**src/rtl/irqb_pkg.sv**
```systemverilog
package irqb_pkg;

    localparam int OFS_W_DEF = 5;

    typedef enum logic [2:0] {
        SEL_STATUS,
        SEL_ENABLE,
        SEL_SET,
        SEL_CLEAR,
        SEL_POLAR,
        SEL_TRIG,
        SEL_NONE
    } reg_sel_e;

    function automatic reg_sel_e decode_ofs(input logic [OFS_W_DEF-1:0] ofs);
        reg_sel_e sel;
        unique case (ofs)
            5'h00:   sel = SEL_STATUS;
            5'h04:   sel = SEL_ENABLE;
            5'h08:   sel = SEL_SET;
            5'h0C:   sel = SEL_CLEAR;
            5'h10:   sel = SEL_POLAR;
            5'h14:   sel = SEL_TRIG;
            default: sel = SEL_NONE;
        endcase
        return sel;
    endfunction

endpackage

```
**src/rtl/irqb_sync.sv**
```systemverilog
module irqb_sync #(
    parameter int WIDTH  = 32,
    parameter int STAGES = 2
) (
    input  logic             clk,
    input  logic             rst_n,
    input  logic [WIDTH-1:0] d,
    output logic [WIDTH-1:0] q
);
    logic [WIDTH-1:0] chain [STAGES];

    always_ff @(posedge clk or negedge rst_n) begin
        if (!rst_n) chain[0] <= '0;
        else        chain[0] <= d;
    end

    generate
        for (genvar s = 1; s < STAGES; s++) begin : g_stage
            always_ff @(posedge clk or negedge rst_n) begin
                if (!rst_n) chain[s] <= '0;
                else        chain[s] <= chain[s-1];
            end
        end
    endgenerate

    assign q = chain[STAGES-1];
endmodule

```
**src/rtl/irqb_cell.sv**
```systemverilog
module irqb_cell (
    input  logic clk,
    input  logic rst_n,
    input  logic sync_i,
    input  logic pol_i,
    input  logic edge_i,
    input  logic set_i,
    input  logic clr_i,
    output logic pend_o
);
    logic act;
    logic prev_q;
    logic pend_q;
    logic rise;

    assign act  = pol_i ? sync_i : ~sync_i;
    assign rise = act & ~prev_q;

    always_ff @(posedge clk or negedge rst_n) begin
        if (!rst_n) begin
            prev_q <= 1'b0;
            pend_q <= 1'b0;
        end else begin
            prev_q <= act;
            if (set_i)       pend_q <= 1'b1;
            else if (clr_i)  pend_q <= 1'b0;
            else if (edge_i) pend_q <= pend_q | rise;
            else             pend_q <= act;
        end
    end

    assign pend_o = pend_q;

    AST_SET_FORCES: assert property (@(posedge clk) disable iff (!rst_n)
        set_i |=> pend_q);
    AST_CLR_DROPS: assert property (@(posedge clk) disable iff (!rst_n)
        (clr_i && !set_i) |=> !pend_q);
    AST_EDGE_HOLDS: assert property (@(posedge clk) disable iff (!rst_n)
        (edge_i && pend_q && !clr_i) |=> pend_q);
    AST_LEVEL_FOLLOWS: assert property (@(posedge clk) disable iff (!rst_n)
        (!edge_i && !set_i && !clr_i) |=> (pend_q == $past(act)));
endmodule

```
**src/rtl/irqb_bank.sv**
```systemverilog
module irqb_bank
    import irqb_pkg::*;
#(
    parameter int NSRC  = 32,
    parameter int OFS_W = OFS_W_DEF
) (
    input  logic             clk,
    input  logic             rst_n,
    input  logic [NSRC-1:0]  src_i,
    input  logic [OFS_W-1:0] reg_addr_i,
    input  logic             reg_we_i,
    input  logic [NSRC-1:0]  reg_wdata_i,
    output logic [NSRC-1:0]  reg_rdata_o,
    output logic             irq_o
);
    localparam int SYNC_STAGES = 2;

    reg_sel_e        sel;
    logic [NSRC-1:0] enable_q;
    logic [NSRC-1:0] polar_q;
    logic [NSRC-1:0] trig_q;
    logic [NSRC-1:0] sync_vec;
    logic [NSRC-1:0] status_vec;
    logic [NSRC-1:0] set_vec;
    logic [NSRC-1:0] clr_vec;

    assign sel = decode_ofs(reg_addr_i);

    always_ff @(posedge clk or negedge rst_n) begin
        if (!rst_n) begin
            enable_q <= '0;
            polar_q  <= '1;
            trig_q   <= '0;
        end else if (reg_we_i) begin
            if (sel == SEL_ENABLE) enable_q <= reg_wdata_i;
            if (sel == SEL_POLAR)  polar_q  <= reg_wdata_i;
            if (sel == SEL_TRIG)   trig_q   <= reg_wdata_i;
        end
    end

    assign set_vec = (reg_we_i && sel == SEL_SET)   ? reg_wdata_i : '0;
    assign clr_vec = (reg_we_i && sel == SEL_CLEAR) ? reg_wdata_i : '0;

    irqb_sync #(.WIDTH(NSRC), .STAGES(SYNC_STAGES)) u_sync (
        .clk   (clk),
        .rst_n (rst_n),
        .d     (src_i),
        .q     (sync_vec)
    );

    generate
        for (genvar i = 0; i < NSRC; i++) begin : g_cell
            irqb_cell u_cell (
                .clk    (clk),
                .rst_n  (rst_n),
                .sync_i (sync_vec[i]),
                .pol_i  (polar_q[i]),
                .edge_i (trig_q[i]),
                .set_i  (set_vec[i]),
                .clr_i  (clr_vec[i]),
                .pend_o (status_vec[i])
            );
        end
    endgenerate

    always_comb begin
        unique case (sel)
            SEL_STATUS: reg_rdata_o = status_vec;
            SEL_ENABLE: reg_rdata_o = enable_q;
            SEL_POLAR:  reg_rdata_o = polar_q;
            SEL_TRIG:   reg_rdata_o = trig_q;
            default:    reg_rdata_o = '0;
        endcase
    end

    assign irq_o = |(status_vec & enable_q);

    AST_MASKED_QUIET: assert property (@(posedge clk) disable iff (!rst_n)
        (enable_q == '0) |-> !irq_o);
    AST_NO_PEND_QUIET: assert property (@(posedge clk) disable iff (!rst_n)
        (status_vec == '0) |-> !irq_o);
endmodule

```
**config.mk**
```make
export PLATFORM = sky130hd
export DESIGN_NAME = irqb_bank
export DESIGN_NICKNAME = d
export VERILOG_FILES = /design/src/rtl/irqb_pkg.sv /design/src/rtl/irqb_sync.sv /design/src/rtl/irqb_cell.sv /design/src/rtl/irqb_bank.sv
export SDC_FILE = /design/constraint.sdc
export NUM_CORES = 1
export LEC_CHECK = 0
export ABC_AREA = 1
export BUFFER_PORTS_ARGS = -buffer_cell sky130_fd_sc_hd__buf_4
export CORE_MARGIN = 2
export CORE_UTILIZATION = 25
export CTS_BUF_LIST = sky130_fd_sc_hd__clkbuf_8 sky130_fd_sc_hd__clkbuf_16
export CTS_CLUSTER_DIAMETER = 150
export DETAILED_ROUTE_END_ITERATION = 10
export GPL_TIMING_DRIVEN = 0
export PLACE_DENSITY = 0.54
export SETUP_SLACK_MARGIN = 0.15
export SYNTH_ARGS = -nofsm -noshare
export SYNTH_HDL_FRONTEND = slang
export SYNTH_SLANG_ARGS = --single-unit
```
**constraint.sdc**
```tcl
create_clock -name clk -period 0.95 [get_ports clk]
set_input_delay 0.095 -clock clk [delete_from_list [all_inputs] [get_ports clk]]
set_output_delay 0.095 -clock clk [all_outputs]
set_load 0.01 [all_outputs]
```
== After elaboration in Yosys (flattened, before gate mapping) ==
Cells that the tools add are included.
Storage, ports and cells
  bits in registers: 224
  bits in latches: 0
  bits in writable memories: 0
  bits in read-only memories: 0
  input port bits: 72
  output and inout bits: 33
  word-level logic and storage cells: 348
  memories: 0
Cells by class
  add/sub/neg operators: 0
  multiply operators: 0
  div/mod/pow operators: 0
  $lt $le $gt $ge: 0
  equal/unequal tests: 10
  shifts and indexed selects: 0
  muxes and demuxes: 132
  bitwise gates (word level): 129
  reduce and logical (&&, ||, !) cells: 8
Operators by type and width (count)
  two-way mux 1 bit: 128
  one-hot mux 32 bit (4 select lines): 1
  two-way mux 32 bit: 2
  inverter 1 bit: 64
  bitwise AND 1 bit: 32
  bitwise AND 32 bit: 1
  bitwise OR 1 bit: 32
  OR reduction 32 bit: 1
  one-hot mux 3 bit (6 select lines): 1
  == test 5 x 4 -> 1 bit, second input constant: 2
  == test 5 bit, second input constant: 2
  == test 3 x 2 -> 1 bit, second input constant: 2
  == test 3 bit, second input constant: 2
  AND reduction 2 bit: 3
  == test 5 x 3 -> 1 bit, second input constant: 1
  zero test 5 bit: 1
  == test 3 x 1 -> 1 bit, second input constant: 1
  zero test 3 bit: 1
  logical AND 1 bit: 2

== Depth between registers and ports, before layout ==
Gate-level depths: netlist of the first run.
  depth in word-level cells: 7
  depth in mapped cells: 8
  depth with buffers taken out: 7

== Modules after synthesis ==
From an unflattened synthesis of the first run, not the netlist that was laid out.
Unflattened totals
  cell total of the unflattened synthesis: 1499
  area total of the unflattened synthesis: 11268.3 sq um
By module, submodules not included
  irqb_bank: times used 1, cells an instance 923, area each 6103.4 sq um, sequential area each 2442.3 sq um
  irqb_cell: times used 32, cells an instance 15, area each 103.8 sq um, sequential area each 50.0 sq um
  irqb_sync: times used 1, cells an instance 96, area each 1841.8 sq um, sequential area each 1601.5 sq um

== Worst setup path before layout of the first run ==
No wires, ideal clock.
  path kind: input to output
  start point: input port reg_addr_i[3]
  end point: output port reg_rdata_o[3]
  arrival: 1.000 ns
  required time: 0.855 ns
  path slack: -0.145 ns
  cell stages on the path: 8
  path buffers: 3
  cell sequence: buf_2 nor2_1 buf_2 buf_4 nand4_1 nand2_1 inv_1 nand2_1
Between the ends
  longest elaborated chain between the ends: 4
  elaborated cells on any way between the ends: 12
Ends and longest elaborated chain
  start, declared: RTL line irqb_bank.sv:10  | input logic [OFS_W-1:0] reg_addr_i,
  == test 5 bit (tied with other cells): RTL line irqb_pkg.sv:17  | unique case (ofs)
  one-hot mux 3 bit (6 select lines) *: RTL line irqb_pkg.sv:17
  == test 3 bit (tied with other cells): RTL line irqb_bank.sv:67  | unique case (sel)
  one-hot mux 32 bit (4 select lines) *: RTL line irqb_bank.sv:67
  end, declared: RTL line irqb_bank.sv:13  | output logic [NSRC-1:0] reg_rdata_o,
Every way passes the cells marked *; elsewhere a longest branch is shown, timed or not.

== Worst setup path in the final report of the first run ==
  start point: register g_cell[7].u_cell.pend_q
  end point: output port irq_o
Between the ends
  longest elaborated chain between the ends: 2
Ends and longest elaborated chain
  start, declared: RTL line irqb_cell.sv:13  | logic pend_q;
  start signal, assigned: RTL line irqb_cell.sv:27  | else if (edge_i) pend_q <= pend_q | rise;
  start signal, assigned: RTL line irqb_cell.sv:28  | else pend_q <= act;
  bitwise AND 32 bit: RTL line irqb_bank.sv:76  | assign irq_o = |(status_vec & enable_q);
  OR reduction 32 bit: RTL line irqb_bank.sv:76
  end, declared: RTL line irqb_bank.sv:14  | output logic irq_o
Every way passes these cells.

==> flow_summary.ini, run 1 <==
[status]
status = complete, but fails checks
violations = negative hold slack, negative setup slack

[place]
dp_cells = 1931
numPortBuffers = 103
gp_congestion = 0.835
dp_hpwl_um = 23200

[drt]
antenna_left = 0
avgViaCountPerCell = 4.64
drt-initial-drc-count = 830
drt_first_pass_iters = 7
routed_wl_um = 36500
wl_per_cell_um = 17.0
dr_total_vias = 9965
drcViolationCount = 0

[grt]
first_global_vias = 9244
gr-total-overflow = 0
grt_pass1_wl_um = 54300
antenna_found_initial = 2
gr-usage-all-layers = 0.159
grt_start_max_net_pins = 98

[sta]
finalCritPeriodShare = 1.93
finalSetupViolations = 152
hold_slack_ns = -0.564
fin_crit_ns = 1.83
slew-limit-headroom = 0.575
rsz0062_at_grt = yes
worstMarginPinSlew_ns = 0.637
hold_violations = 117
setup_slack_ns = -0.879
finalMaxSlewViolations = 0
fmax_mhz = 547
fin_worst_skew_ns = 0.0124

[finish]
postLayoutCoreUtil = 0.385
final_common_cell = nand2_1
layout_common_cells = 467 x nand2_1, 192 x dfrtp_1, 133 x nand4_1, 124 x buf_6, 108 x buf_4
finalNonFillerCells = 2148
final_nets = 1669
synthToLayoutAreaGrowth_pct = 51.0
drive_gt1_frac = 0.325

[synth]
synth.distinct_cells = 20
synth_compound_area_frac = 0.000478
ys_ff_latch = 224
ys_warn_count = 0
muxShareOfSynthArea = 0
synth_top_family_by_area = simple AND/OR/NAND/NOR gates
synth_adder_area_share = 0
synth_simple_gate_area_frac = 0.366
syn-instance-count = 1294
synth_nets = 1366
yosysSeqAreaShare = 0.539
synth_area_um2 = 10500
synth_area_per_cell_um2 = 8.09
synth_xor_area_frac = 0.0201

[power]
p_per_area_nw_per_um2 = 1830
p_leak_nw = 7.84
ir_worst_vdd_uv = 1160

[cts]
cts_sinks = 224
cts_hold_buf = 65
numCtsBuffers = 25
htreeDepth = 1
cts_max_path_buffers = 3
cts_tree = done
clkTransAtPathRegs_ns = 0.06
clockRootBuffer = clkbuf_16
clock_latency_ns = 0.54

[worst_setup_path]
critPathLaunchType = flop
critical_path.startpoint = g_cell[7].u_cell.pend_o
crit_path_end = irq_o
regToRegEndpoint = g_cell[17].u_cell.pend_o
r2r_setup_slack_ns = -0.22
r2r_cells = 8
worst_ep_arrival_time_ns = 1.73
end_kind = output port
worstPathRequired_ns = 0.85
criticalPathCategory = reg -> out
timing.rr.start = polar_q[17]
cp_max_fo = 2

[floorplan]
die_y_um = 209
core_area_um2 = 41100
ios = 105
rows = 74
start_util = 0.255
die_x_um = 209
die-area_um2 = 43500

[min_path]
hold_class = in -> async

[flow_run]
maxCapViolCount = 0
-- flip-flops by register name, summed over array words and instances, names as in the netlist --
signal / cells
g_cell.u_cell.pend_o: 32
polar_q: 32
g_cell.u_cell.prev_q: 32
u_sync.chain: 32
u_sync.q: 32
trig_q: 32
enable_q: 32
-- worst min path at each step --
| stage | start | endpoint | slack (ns) | cells past startpoint |
|---|---|---|---|---|
| 2_1_floorplan | rst_n | enable_q[0] | -0.20 | 0 |
| 3_3_place_gp | src_i[8] | u_sync.chain[40] | 0.20 | 1 |
| 3_5_place_dp | rst_n | u_sync.q[24] | 0.06 | 1 |
| 4_1_cts | rst_n | u_sync.q[24] | -0.50 | 1 |
| 5_1_grt | rst_n | u_sync.q[24] | -0.55 | 1 |
| 6_report | rst_n | u_sync.q[24] | -0.56 | 1 |
-- logic make-up after synthesis --
group           count (synthesis)
compound gates                  1
xor+xnor                       24
buf+inv                       170
flops                         224
simple gates                  875
-- power breakdown --
group | switching (mW) | total, mW | internal [mW] | leakage (nW)
sequential | 1.29 | 12.7 | 11.4 | 2.65
clock | 3.97 | 9.56 | 5.58 | 0.420
combinational | 3.26 | 6.75 | 3.49 | 4.77
total | 8.52 | 29.0 | 20.4 | 7.84
-- cells in the mapped netlist --
master / n / share of area
buf_4: 15 / 0.011
buf_1: 2 / 0.00072
and2_1: 8 / 0.0048
a21oi_1: 1 / 0.00048
nor2_2: 2 / 0.0012
nand3_1: 106 / 0.051
nand4_1: 133 / 0.079
nor2_1: 43 / 0.015
nor2_4: 5 / 0.0054
nand2_1: 573 / 0.21
dfstp_2: 32 / 0.080
xnor2_1: 24 / 0.020
dfrtp_1: 192 / 0.46
buf_6: 4 / 0.0043
buf_2: 41 / 0.020
inv_2: 2 / 0.00072
inv_1: 92 / 0.033
clkbuf_1: 14 / 0.0050
nand3_4: 1 / 0.0017
nand2_2: 4 / 0.0024
-- per-stage QoR --
stage / TNS [ns] / instance area (µm²) / power [mW] / worst slack (ns)
after floorplan: -7.65 / 10600 / 14.9 / -0.0736
after global placement: -527.13 / 12100 / 16.5 / -2.08
after detailed placement: -131.27 / 12100 / 16.7 / -0.835
after CTS: -24.08 / 14600 / 27.8 / -0.838
after global routing: -49.69 / 15800 / 30.5 / -0.938
final: -41.53 / 15800 / 29.0 / -0.879
-- routing by layer --
metal / GRT usage / share of wire / vias to the layer above
li1: - / - / 4763
met1: 0.220 / 0.44 / 4810
met2: 0.261 / 0.47 / 335
met3: 0.0245 / 0.063 / 57
met4: 0.0382 / 0.022 / 0
met5: 0 / 0 / -
-- worst max-delay path, cell delays in order, from the launching register on --
cell and delay, ns:
dfrtp_1 0.40, nand2_1 0.08, nand2_1 0.05, nor2_1 0.13
nand2_1 0.12, nor2_4 0.18, nand2_2 0.10, buf_6 0.13
-- cell type report --
cell class	instances	area [µm²]
plain buffers	76	657
flip-flops and latches	224	5650
inverters	94	363
repair buffers	276	2820
clock buffers	32	722
diodes	2	5.00
well taps	532	666
clock inverters	12	85.1
fillers	4191	25300
multi-input cells	900	4850
-- repair_timing --
item                                   CTS  global route
setup endpoints to repair              172           285
pin swaps                              112            83
endpoints found under the hold margin  275           116
setup buffers                           44            55
gates resized for setup                164           166
gates cloned                             0             7
Note: power is estimated with default switching activity, not from simulation.
==> run 2, diff against run 1 <==
ABC_CLOCK_PERIOD_IN_PS = 950   (was default)
BUFFER_PORTS_ARGS = -buffer_cell sky130_fd_sc_hd__buf_2   (was -buffer_cell sky130_fd_sc_hd__buf_4)
==> run 2 against run 1 <==
The flow still finishes with violations (negative hold slack, negative setup slack). Final cell count down 0.14%. Critical endpoint unchanged. Via count shrank 0.23%. Non-clock buffer count is 2 lower. Routed wire length down 1.6%. First-iteration DRC count shrank 6.9%. Critical path type unchanged. Final area down 3.0%. Largest cell class unchanged.
==> flow_summary.ini, run 2 (synthesis results as in run 1) <==
[finish]
synthToLayoutAreaGrowth_pct = 46.5
layout_common_cells = 507 x nand2_1, 192 x dfrtp_1, 133 x nand4_1, 102 x buf_6, 92 x buf_2
fin_area_um2 = 15300
fillers = 4207
drive_gt1_frac = 0.311
final_nets = 1667
final_common_cell = nand2_1
finalNonFillerCells = 2145
diodes = 0

[cts]
numCtsBuffers = 25
htreeDepth = 1
clkTransAtPathRegs_ns = 0.06
cts_max_path_buffers = 3
cts_tree = done
clock_latency_ns = 0.55
clockRootBuffer = clkbuf_16
cts_sinks = 224
cts_hold_buf = 65

[floorplan]
rows = 74
core_area_um2 = 41100
start_util = 0.255
die_y_um = 209
die_x_um = 209
ios = 105
die-area_um2 = 43500

[sta]
worstMarginPinSlew_ns = 0.626
hold_violations = 107
finalCritPeriodShare = 1.87
finalSetupViolations = 100
fin_worst_skew_ns = 0.00706
finalMaxSlewViolations = 0
setup_slack_ns = -0.824
rsz0062_at_grt = yes
hold_slack_ns = -0.496
fmax_mhz = 564
slew-limit-headroom = 0.583
fin_crit_ns = 1.77

[worst_setup_path]
worstPathRequired_ns = 0.85
criticalPathCategory = reg -> out
path_cells = nand2_1 -> nand2_1 -> nor2_2 -> nand2_2 -> nor2_4 -> nand2_2 -> buf_6
critPathLaunchType = flop
end_kind = output port
cpPeakStageDelay_ns = 0.40
worst_ep_arrival_time_ns = 1.68
path_delay_family = simple AND/OR/NAND/NOR gates
critPathBufInv = 1
cp_max_fo = 3
slowest_stage = dfrtp_1

[place]
placed_area_um2 = 11900
gp_congestion = 0.835
pre_cts_slack_ns = -0.797
dp_cells = 1930
dp_hpwl_um = 23100
numPortBuffers = 103

[drt]
dr_total_vias = 9942
drt_first_pass_iters = 5
routed_wl_um = 35900
drcViolationCount = 0
avgViaCountPerCell = 4.63
antenna_left = 0
wl_per_cell_um = 16.7
drt-initial-drc-count = 773

[flow_run]
maxCapViolCount = 0

[power]
ir_worst_vdd_uv = 1150
p_leak_nw = 7.69
p_per_area_nw_per_um2 = 1830
p_total_mw = 28.1

[grt]
grt_pass1_wl_um = 55400
gr-usage-all-layers = 0.162
antenna_found_initial = 1
first_global_vias = 9583
grt_start_max_net_pins = 118
gr-total-overflow = 0

[status]
violations = negative hold slack, negative setup slack
status = complete, but fails checks

[min_path]
hold_class = in -> async
## run 2: cell count changes in the layout (fill, tap and decap cells not counted), moves of 24 or more
| cell | previous run | this run |
|---|---|---|
| nand2_2 | 94 | 60 |
| nand3_1 | 99 | 75 |
| buf_4 | 108 | 58 |
| buf_2 | 19 | 92 |
| nand2_1 | 467 | 507 |
| nand3_2 | 6 | 30 |
## run 2: worst paths after layout
kind	startpoint	to	slack, ns	cells after the start
min in group clk	reg_addr_i[4]	g_cell[17].u_cell.pend_o	0.03	5
hold / removal	rst_n	u_sync.chain[56]	-0.50	1
setup reg to reg	polar_q[17]	g_cell[17].u_cell.pend_o	-0.23	8
setup / recovery	enable_q[13]	irq_o	-0.82	7
max in group asynchronous	rst_n	u_sync.q[11]	0.43	2
hold reg to reg	u_sync.chain[39]	u_sync.q[7]	0.35	0
## run 2: layout make-up
class	count	area (µm²)	share of cell area
clock buffer	29	681	0.0444
sequential	224	5650	0.368
tap	532	666	0.0434
inverter	94	363	0.0237
multi-input combinational	900	4790	0.312
clock inverter	16	66.3	0.00432
timing repair buffer	274	2450	0.160
buffer	76	679	0.0443
## run 2: timing repair
item / in CTS / in global routing
buffers inserted: 57 / 45
pin swaps: 134 / 88
cloned: 3 / 0
endpoints found under the setup margin: 169 / 302
resized for setup: 199 / 95
hold endpoints to repair: 248 / 107
## run 2: worst reg2reg max path, stage by stage, from the launching register on
cell,delay (ns)
dfstp_2,0.55
buf_6,0.09
buf_6,0.10
inv_4,0.03
nand2_4,0.06
nand3_4,0.07
nand2_2,0.08
nor2_1,0.04
nor2_1,0.09
## run 2: metal layers
layer,share of wire,vias to the layer above,global-route usage
li1,-,4755,-
met1,0.45,4851,0.223
met2,0.48,282,0.270
met3,0.055,54,0.0225
met5,0,-,0
met4,0.022,0,0.0342
## run 2: report_power, final
part           internal, mW  leakage [nW]  total (mW)  switching (mW)
Sequential             11.4          2.65        12.6            1.25
Combinational          3.27          4.62        6.50            3.23
Clock                  5.04         0.420        8.97            3.93
## run 2: per-stage QoR
| step | TNS (ns) | hold slack [ns] | utilization |
|---|---|---|---|
| 6_report | -26.30 | -0.496 | 0.373 |
| 2_1_floorplan | -7.65 | -0.201 | - |
| 4_1_cts | -24.55 | -0.355 | 0.356 |
| 5_1_grt | -32.26 | -0.430 | 0.373 |
| 3_3_place_gp | -1022.20 | 0.202 | 0.288 |
| 3_5_place_dp | -137.99 | 0.204 | 0.288 |
==> run 3, diff against run 2 <==
CTS_BUF_LIST = default   (was sky130_fd_sc_hd__clkbuf_8 sky130_fd_sc_hd__clkbuf_16)
==> run 3 against run 2 <==
The flow still finishes with violations (negative hold slack, negative setup slack). Critical path depth unchanged. Global-route usage about the same. Final area up 0.20%. Routed wire length down 0.49%. Core utilization up 0.076 points. Setup slack worse by 0.019 ns. Sequential share of layout area down 0.075 points. Final cell count up 0.19%. Via count down 0.10%. Clock-buffer cell count up 14. Combinational power about the same. Non-clock buffer count up 3. Largest power group unchanged.
==> flow_summary.ini, run 3 (synthesis results as in run 1) <==
[worst_setup_path]
worst_ep_arrival_time_ns = 1.70
critPathLaunchType = flop
criticalPathCategory = reg -> out
r2r_setup_slack_ns = -0.23
critPathBufInv = 1
crit_path_end = irq_o
critical_path.startpoint = g_cell[13].u_cell.pend_o
r2r_cells = 8
timing.rr.start = polar_q[17]
cpPeakStageDelay_ns = 0.39
worstPathRequired_ns = 0.85
path_cells = nand2_1 -> nand2_1 -> nor2_2 -> nand2_2 -> nor2_4 -> nand2_2 -> buf_6
path_depth = 7
path_delay_family = simple AND/OR/NAND/NOR gates
cp_max_fo = 3
slowest_stage = dfrtp_1
regToRegEndpoint = g_cell[17].u_cell.pend_o
end_kind = output port

[floorplan]
core_area_um2 = 41100
die-area_um2 = 43500
rows = 74
die_x_um = 209
ios = 105
start_util = 0.255
die_y_um = 209

[place]
gp_congestion = 0.835
dp_hpwl_um = 23100
numPortBuffers = 103
pre_cts_slack_ns = -0.797
placed_area_um2 = 11900

[cts]
cts_max_path_buffers = 3
cts_sinks = 224
numCtsBuffers = 25
htreeDepth = 1
cts_hold_buf = 65
cts_tree = done
clock_latency_ns = 0.54
clkTransAtPathRegs_ns = 0.06
clockRootBuffer = clkbuf_16

[finish]
seqCellArea_um2 = 5650
drive_gt1_frac = 0.312
fin_area_um2 = 15400
synthToLayoutAreaGrowth_pct = 46.8
fillers = 4216
layout_common_cells = 503 x nand2_1, 192 x dfrtp_1, 133 x nand4_1, 102 x buf_6, 92 x buf_2
final_common_cell = nand2_1
multiInputGateArea_um2 = 4770
final_nets = 1670

[grt]
grt_pass1_wl_um = 55300
antenna_found_initial = 1
gr-usage-all-layers = 0.161
first_global_vias = 9598
gr-total-overflow = 0
grt_start_max_net_pins = 118

[sta]
hold_slack_ns = -0.502
finalCritPeriodShare = 1.89
setup_slack_ns = -0.844
finalSetupViolations = 104
finalMaxSlewViolations = 0
fmax_mhz = 558
rsz0062_at_grt = yes
slew-limit-headroom = 0.581
hold_violations = 107
worstMarginPinSlew_ns = 0.628
fin_crit_ns = 1.79
fin_worst_skew_ns = 0.00903

[drt]
drt_first_pass_iters = 5
wl_per_cell_um = 16.6
drcViolationCount = 0
routed_wl_um = 35700
antenna_left = 0
dr_total_vias = 9932
avgViaCountPerCell = 4.62
drt-initial-drc-count = 739

[status]
violations = negative hold slack, negative setup slack
status = complete, but fails checks

[power]
ir_worst_vdd_uv = 1140
p_per_area_nw_per_um2 = 1840
p_leak_nw = 7.66

[flow_run]
maxCapViolCount = 0

[min_path]
hold_class = in -> async
## run 3: cell types whose count changed in the layout (fill, tap and decap cells not counted), moves of 4 or more
cell      before  now
nand2_1      507  503
nand3_2       30   26
nand2_2       60   64
clkbuf_1       7   21
inv_1         91   77
nand3_1       75   79
## run 3: cell type report
type                            count  area share
Multi-Input combinational cell    900       0.310
Clock buffer                       43      0.0477
Clock inverter                      2    0.000895
Timing Repair Buffer              277       0.164
Buffer                             76      0.0436
Antenna cell                        1    0.000163
Tap cell                          532      0.0433
Sequential cell                   224       0.367
Inverter                           94      0.0236
## run 3: worst register-to-register path, delay by kind of cell, from the launching register on
kind | cells | cell delay (ns)
buf+inv | 3 | 0.24
simple gates | 5 | 0.34
flops | 1 | 0.55
## run 3: timing repair
item / 4_1_cts / 5_1_grt
resized for setup: 199 / 92
cloned: 4 / 0
pin swaps: 128 / 90
endpoints found under the setup margin: 169 / 303
hold endpoints to repair: 248 / 107
setup buffers: 58 / 46
## run 3: worst min-delay path by stage
stage	end	slack [ns]	cells after the start	startpoint
detailed placement	u_sync.chain[39]	0.20	1	src_i[7]
global route	u_sync.chain[56]	-0.43	1	rst_n
global placement	u_sync.chain[40]	0.20	1	src_i[8]
floorplan	enable_q[0]	-0.20	0	rst_n
CTS	u_sync.chain[56]	-0.35	1	rst_n
finish	u_sync.chain[56]	-0.50	1	rst_n
## run 3: where the power goes
part | internal, mW | switching (mW) | leakage [nW]
Clock | 5.20 | 3.93 | 0.362
Sequential | 11.4 | 1.24 | 2.65
Combinational | 3.28 | 3.22 | 4.65
Total | 19.8 | 8.39 | 7.66
## run 3: per-stage QoR
| step | utilization | instances | TNS [ns] | hold WS, ns | total power, mW |
|---|---|---|---|---|---|
| after floorplan | - | 1294 | -7.65 | -0.201 | 14.9 |
| after global placement | 0.288 | 1929 | -1022.20 | 0.202 | 16.4 |
| after detailed placement | 0.288 | 1930 | -137.99 | 0.204 | 16.6 |
| after CTS | 0.357 | 2102 | -24.90 | -0.355 | 27.5 |
| after global routing | 0.374 | 2148 | -32.49 | -0.431 | 29.7 |
| final | 0.374 | 2149 | -26.89 | -0.502 | 28.2 |
## run 3: layer usage
| layer | global-route usage | wire (µm) | vias to the layer above |
|---|---|---|---|
| met5 | 0 | 0 | - |
| met4 | 0.0355 | 739 | 0 |
| met3 | 0.0234 | 1710 | 52 |
| met2 | 0.268 | 17100 | 283 |
| met1 | 0.223 | 16200 | 4833 |
| li1 | - | - | 4764 |
